$ cat config.mk
export PLATFORM = sky130hd
export DESIGN_NAME = phy_reg_bridge
export DESIGN_NICKNAME = d
export VERILOG_FILES = /design/src/rtl/phy_bridge_pkg.sv /design/src/rtl/phy_cmd_regs.sv /design/src/rtl/phy_req_fsm.sv /design/src/rtl/phy_rsp_regs.sv /design/src/rtl/phy_reg_bridge.sv
export SDC_FILE = /design/constraint.sdc
export NUM_CORES = 1
export LEC_CHECK = 0
export BUFFER_PORTS_ARGS = -buffer_cell sky130_fd_sc_hd__buf_4
export CORE_MARGIN = 3
export CORE_UTILIZATION = 40
export CTS_CLUSTER_DIAMETER = 40
export DETAILED_ROUTE_END_ITERATION = 10
export GPL_TIMING_DRIVEN = 0
export HOLD_SLACK_MARGIN = 0.12
export PLACE_DENSITY_LB_ADDON = 0.1
export SYNTH_ARGS = -nofsm -noshare
export SYNTH_HDL_FRONTEND = slang
export SYNTH_SLANG_ARGS = --single-unit
export TNS_END_PERCENT = 50
$ cat constraint.sdc
create_clock -name clk -period 1.25 [get_ports clk]
set_input_delay 0.25 -clock clk [delete_from_list [all_inputs] [get_ports clk]]
set_output_delay 0.25 -clock clk [all_outputs]
set_load 0.02 [all_outputs]
$ cat src/rtl/phy_bridge_pkg.sv
package phy_bridge_pkg;

    localparam int unsigned WORD_W = 32;
    localparam int unsigned PA_W   = 4;
    localparam int unsigned PD_W   = 8;

    // Field positions inside the control/status word (bit 31 = MSB)
    localparam int unsigned RD_CMD_BIT  = 31;
    localparam int unsigned WR_CMD_BIT  = 30;
    localparam int unsigned TX_ADDR_LSB = 24;
    localparam int unsigned TX_DATA_LSB = 16;
    localparam int unsigned RX_ADDR_LSB = 8;
    localparam int unsigned RX_DATA_LSB = 0;

    typedef enum logic [1:0] {
        ST_IDLE    = 2'd0,
        ST_SEND_RD = 2'd1,
        ST_SEND_WR = 2'd2
    } req_state_e;

    typedef struct packed {
        logic            is_write;
        logic [PA_W-1:0] addr;
        logic [PD_W-1:0] data;
    } phy_req_t;

endpackage

$ cat src/rtl/phy_cmd_regs.sv
module phy_cmd_regs
    import phy_bridge_pkg::*;
(
    input  logic              clk,
    input  logic              rst_n,
    input  logic              host_wr_en,
    input  logic [WORD_W-1:0] host_wdata,
    input  logic              rd_done,
    input  logic              wr_done,
    output logic              rd_pend,
    output logic              wr_pend,
    output logic [PA_W-1:0]   tx_addr,
    output logic [PD_W-1:0]   tx_data
);

    logic set_rd;
    logic set_wr;

    always_comb begin
        set_rd = host_wr_en && host_wdata[RD_CMD_BIT];
        set_wr = host_wr_en && host_wdata[WR_CMD_BIT];
    end

    // A host set in the same cycle as a handshake keeps the command pending
    always_ff @(posedge clk) begin
        if (!rst_n) begin
            rd_pend <= 1'b0;
            wr_pend <= 1'b0;
        end else begin
            if (set_rd)       rd_pend <= 1'b1;
            else if (rd_done) rd_pend <= 1'b0;
            if (set_wr)       wr_pend <= 1'b1;
            else if (wr_done) wr_pend <= 1'b0;
        end
    end

    always_ff @(posedge clk) begin
        if (!rst_n) begin
            tx_addr <= '0;
            tx_data <= '0;
        end else if (host_wr_en) begin
            tx_addr <= host_wdata[TX_ADDR_LSB +: PA_W];
            tx_data <= host_wdata[TX_DATA_LSB +: PD_W];
        end
    end

endmodule

$ cat src/rtl/phy_req_fsm.sv
module phy_req_fsm
    import phy_bridge_pkg::*;
(
    input  logic            clk,
    input  logic            rst_n,
    input  logic            rd_pend,
    input  logic            wr_pend,
    input  logic [PA_W-1:0] tx_addr,
    input  logic [PD_W-1:0] tx_data,
    input  logic            req_ready,
    output logic            req_valid,
    output phy_req_t        req_out,
    output logic            rd_done,
    output logic            wr_done
);

    req_state_e state_q;
    req_state_e state_d;
    phy_req_t   payload_q;
    logic       accept;

    // Next-state selection
    always_comb begin
        state_d = state_q;
        unique case (state_q)
            ST_IDLE: begin
                if (rd_pend)      state_d = ST_SEND_RD;
                else if (wr_pend) state_d = ST_SEND_WR;
            end
            ST_SEND_RD: if (req_ready) state_d = ST_IDLE;
            ST_SEND_WR: if (req_ready) state_d = ST_IDLE;
            default:    state_d = ST_IDLE;
        endcase
    end

    // State register and request payload capture
    always_ff @(posedge clk) begin
        if (!rst_n) begin
            state_q   <= ST_IDLE;
            payload_q <= '0;
        end else begin
            state_q <= state_d;
            if (state_q == ST_IDLE && (rd_pend || wr_pend)) begin
                payload_q.is_write <= !rd_pend;
                payload_q.addr     <= tx_addr;
                payload_q.data     <= tx_data;
            end
        end
    end

    // Outputs
    always_comb begin
        req_valid = 1'b0;
        rd_done   = 1'b0;
        wr_done   = 1'b0;
        unique case (state_q)
            ST_IDLE:    req_valid = 1'b0;
            ST_SEND_RD: begin
                req_valid = 1'b1;
                rd_done   = req_ready;
            end
            ST_SEND_WR: begin
                req_valid = 1'b1;
                wr_done   = req_ready;
            end
            default:    req_valid = 1'b0;
        endcase
        accept  = req_valid && req_ready;
        req_out = payload_q;
    end

endmodule

$ cat src/rtl/phy_rsp_regs.sv
module phy_rsp_regs
    import phy_bridge_pkg::*;
(
    input  logic              clk,
    input  logic              rst_n,
    input  logic              host_wr_en,
    input  logic              diag_wr_en,
    input  logic [WORD_W-1:0] host_wdata,
    input  logic              rsp_valid,
    input  logic [PA_W-1:0]   rsp_addr,
    input  logic [PD_W-1:0]   rsp_data,
    input  logic              irq_clr,
    output logic [PA_W-1:0]   rx_addr,
    output logic [PD_W-1:0]   rx_data,
    output logic              rx_irq
);

    logic diag_load;

    always_comb diag_load = host_wr_en && diag_wr_en;

    // A PHY response beats a diagnostic host write in the same cycle
    always_ff @(posedge clk) begin
        if (!rst_n) begin
            rx_addr <= '0;
            rx_data <= '0;
        end else if (rsp_valid) begin
            rx_addr <= rsp_addr;
            rx_data <= rsp_data;
        end else if (diag_load) begin
            rx_addr <= host_wdata[RX_ADDR_LSB +: PA_W];
            rx_data <= host_wdata[RX_DATA_LSB +: PD_W];
        end
    end

    // Sticky flag: setting wins over clearing
    always_ff @(posedge clk) begin
        if (!rst_n)         rx_irq <= 1'b0;
        else if (rsp_valid) rx_irq <= 1'b1;
        else if (irq_clr)   rx_irq <= 1'b0;
    end

endmodule

$ cat src/rtl/phy_reg_bridge.sv
module phy_reg_bridge
    import phy_bridge_pkg::*;
(
    input  logic        clk,
    input  logic        rst_n,
    input  logic        host_wr_en,
    input  logic [31:0] host_wdata,
    output logic [31:0] host_rdata,
    input  logic        irq_clr,
    input  logic        diag_wr_en,
    output logic        req_valid,
    input  logic        req_ready,
    output logic        req_is_write,
    output logic [3:0]  req_addr,
    output logic [7:0]  req_data,
    input  logic        rsp_valid,
    input  logic [3:0]  rsp_addr,
    input  logic [7:0]  rsp_data,
    output logic        rx_irq
);

    logic            rd_pend;
    logic            wr_pend;
    logic            rd_done;
    logic            wr_done;
    logic [PA_W-1:0] tx_addr;
    logic [PD_W-1:0] tx_data;
    logic [PA_W-1:0] rx_addr;
    logic [PD_W-1:0] rx_data;
    phy_req_t        req_bus;

    phy_cmd_regs u_cmd (
        .clk        (clk),
        .rst_n      (rst_n),
        .host_wr_en (host_wr_en),
        .host_wdata (host_wdata),
        .rd_done    (rd_done),
        .wr_done    (wr_done),
        .rd_pend    (rd_pend),
        .wr_pend    (wr_pend),
        .tx_addr    (tx_addr),
        .tx_data    (tx_data)
    );

    phy_req_fsm u_fsm (
        .clk       (clk),
        .rst_n     (rst_n),
        .rd_pend   (rd_pend),
        .wr_pend   (wr_pend),
        .tx_addr   (tx_addr),
        .tx_data   (tx_data),
        .req_ready (req_ready),
        .req_valid (req_valid),
        .req_out   (req_bus),
        .rd_done   (rd_done),
        .wr_done   (wr_done)
    );

    phy_rsp_regs u_rsp (
        .clk        (clk),
        .rst_n      (rst_n),
        .host_wr_en (host_wr_en),
        .diag_wr_en (diag_wr_en),
        .host_wdata (host_wdata),
        .rsp_valid  (rsp_valid),
        .rsp_addr   (rsp_addr),
        .rsp_data   (rsp_data),
        .irq_clr    (irq_clr),
        .rx_addr    (rx_addr),
        .rx_data    (rx_data),
        .rx_irq     (rx_irq)
    );

    always_comb begin
        req_is_write = req_bus.is_write;
        req_addr     = req_bus.addr;
        req_data     = req_bus.data;
        host_rdata   = '0;
        host_rdata[RD_CMD_BIT]                = rd_pend;
        host_rdata[WR_CMD_BIT]                = wr_pend;
        host_rdata[TX_ADDR_LSB +: PA_W]       = tx_addr;
        host_rdata[TX_DATA_LSB +: PD_W]       = tx_data;
        host_rdata[RX_ADDR_LSB +: PA_W]       = rx_addr;
        host_rdata[RX_DATA_LSB +: PD_W]       = rx_data;
    end

endmodule

==> impl_metrics.toml <==
[placement]
place.gp.congestion = 0.853
placed_area_um2 = 2560
dp_hpwl_um = 3290
port_buffers = 83

[global_routing]
grt_overflow = 0
grt_max_degree = 13
grt_pass1_wl_um = 6620
grt_usage = 0.159
grt_pass1_vias = 1414
antenna_found_initial = 0

[drt]
vias = 1612
drc = 0
post_drt_wl_per_cell_um = 12.9
firstDrtPassIters = 4
viasPerCell = 4.67
drt_first_iter_violations = 50
wl_um = 4470
ant_nets = 0

[logic_synthesis]
synth-edff-count = 0
synth_top_area_frac = 0.455
yosys_warnings = 0
synth_area_um2 = 1850
postSynth.asyncResetShare = 0
syn_area_per_cell_um2 = 9.68
synth.area.top_cells = "dfxtp_1 45%, mux2i_1 13%, a211oi_2 8.1%"
synth_seq_cells = 42
seq_area_frac_synth = 0.455
syn_inst = 191
synth.distinct_cells = 26
synth-main-ff-cell = "dfxtp_1"
yosys.area.top_type = "dfxtp_1"

[timing]
setup_viol = 1
hold_slack_ps = 195
min_period_over_period = 1.07
fmax_mhz = 750
finalWorstPathRequiredPeriod_ps = 1330
tightest_slew_ps = 509
rsz0062_at_grt = "true"
clock_skew_ps = 6.60
setup_ws_ps = -82.5
hold_violations = 0
slew_violations = 0
slew_headroom = 0.661
tns_ps = -82.5

[pwr]
finalPower_uw = 3520
cellLeakagePower_uw = 0.00130
power_density_nw_per_um2 = 1280
ir_drop_mv = 0.968

[die]
dieWidth_um = 74.0
rows = 24
design.die.area_um2 = 5470
core_um2 = 4410
start_util = 0.419
die_h_um = 74.0
io_pins = 98

[clock_network]
clock_sinks = 42
htree_levels = 2
clock-root-buffer = "clkbuf_8"
clockBufferDepth = 2
cts_tree = "done"
clk_pin_slew_worst_paths_ps = 70
clk_latency_ps = 290
cts_buffers = 5

[layout]
fin_nets = 347
layout_common_cells = "98 x buf_4, 38 x dfxtp_1, 27 x nor2_1"
drive_gt1_frac = 0.464
multi_input_area_um2 = 891
sequential_cell_area_um2 = 851
syn_to_final_growth_pct = 49.2
fill_cells = 390
design_area_um2 = 2760
antenna_cells = 0
layout_commonest_cell = "buf_4"

[flow_run]
drv_cap = 0

[critical_path]
cp-start-kind = "register"
arrival_ps = 1080
slowest_stage = "dfxtp_2"
slowest_delay_ps = 360
cp-end-kind = "output port"
path_max_fanout = 3
crit_chain = "inv_4 > ha_4 > buf_6"
reg2reg_depth = 5
required_ps = 1000
worstSetupPathType = "register to output port"

[status]
violations = "negative setup slack"
outcome = "finished, violations left"

[hold_path]
holdCritPathClass = "input pin to register"
min_path_cells = 3
path summary, 6_finish.rpt:
| path | start | end | slack, ps |
|---|---|---|---|
| worst max-delay path | u_fsm.state_q[1]$_SDFFE_PN0P_ | req_valid | -80 |
| worst min-delay path | host_wdata[26] | u_cmd.tx_addr[2]$_SDFFE_PN0P_ | 190 |
| worst max register to register | u_fsm.state_q[1]$_SDFFE_PN0P_ | u_fsm.state_q[0]$_SDFFE_PN0P_ | 70 |
| worst min register to register | u_fsm.req_out[5]$_SDFFE_PN0P_ | u_fsm.req_out[5]$_SDFFE_PN0P_ | 460 |
critical path, delay by kind of cell (launching register included):
kind / cells / cell delay, ps
buffers and inverters: 2 / 170
flip-flops: 1 / 360
adder cells (fa/ha/maj): 1 / 270
routing by layer:
layer | global-route usage | routed length, um | part of all wire
met1 | 0.194 | 1860 | 0.42
met2 | 0.264 | 2090 | 0.47
met3 | 0.0581 | 466 | 0.10
met4 | 0.0483 | 51 | 0.011
met5 | 0 | 0 | 0
power breakdown:
part           internal (uW)  switching [uW]  total (uW)
logic                    496             482         978
registers               1440            73.6        1510
clock network            598             435        1030
per-stage QoR:
step / instances / setup slack, ps / utilization
finish: 345 / -82.5 / 0.625
global placement: 331 / -117 / 0.579
detailed placement: 331 / -156 / 0.579
CTS: 341 / -73.7 / 0.612
global route: 345 / -121 / 0.625
floorplan: 196 / 6.65 / -
repair_timing:
item	CTS	global route
cloned	0	1
pin swaps	1	1
setup endpoints to repair	15	14
buffers inserted	2	3
hold buffers	0	0
resized for setup	9	8
cell type report:
| type | count | share of cell area |
|---|---|---|
| clock buffer | 7 | 0.0277 |
| buffer | 20 | 0.0563 |
| tap | 52 | 0.0236 |
| timing repair buffer | 89 | 0.243 |
| sequential | 42 | 0.309 |
| multi-input combinational | 130 | 0.323 |
| clock inverter | 1 | 0.0109 |
| inverter | 4 | 0.00726 |
synthesized netlist by cell type, types with 2 or more instances:
master and instances:
dfxtp_1 42, clkbuf_1 3, a22oi_1 2, nand2_1 26
inv_1 3, mux2i_1 24, nand2b_1 2, buf_6 5
nor2_1 27, ha_1 4, buf_2 2, buf_4 10
a21oi_1 17, a211oi_2 12
logic make-up after synthesis:
group / count (synthesis) / synth area share
flops: 42 / 0.455
simple gates: 60 / 0.136
other cells: 1 / 0.00203
mux: 24 / 0.130
buf+inv: 24 / 0.0907
compound gates: 36 / 0.159
fa+ha+maj: 4 / 0.0271
state kept, by name, indices dropped and copies added (netlist names):
register,count
u_cmd.rd_pend,1
u_cmd.tx_addr,4
u_cmd.tx_data,8
u_cmd.wr_pend,1
u_fsm.req_out,13
u_fsm.state_q,2
u_rsp.rx_addr,4
u_rsp.rx_data,8
u_rsp.rx_irq,1
Power figures use the tool's default switching activity.
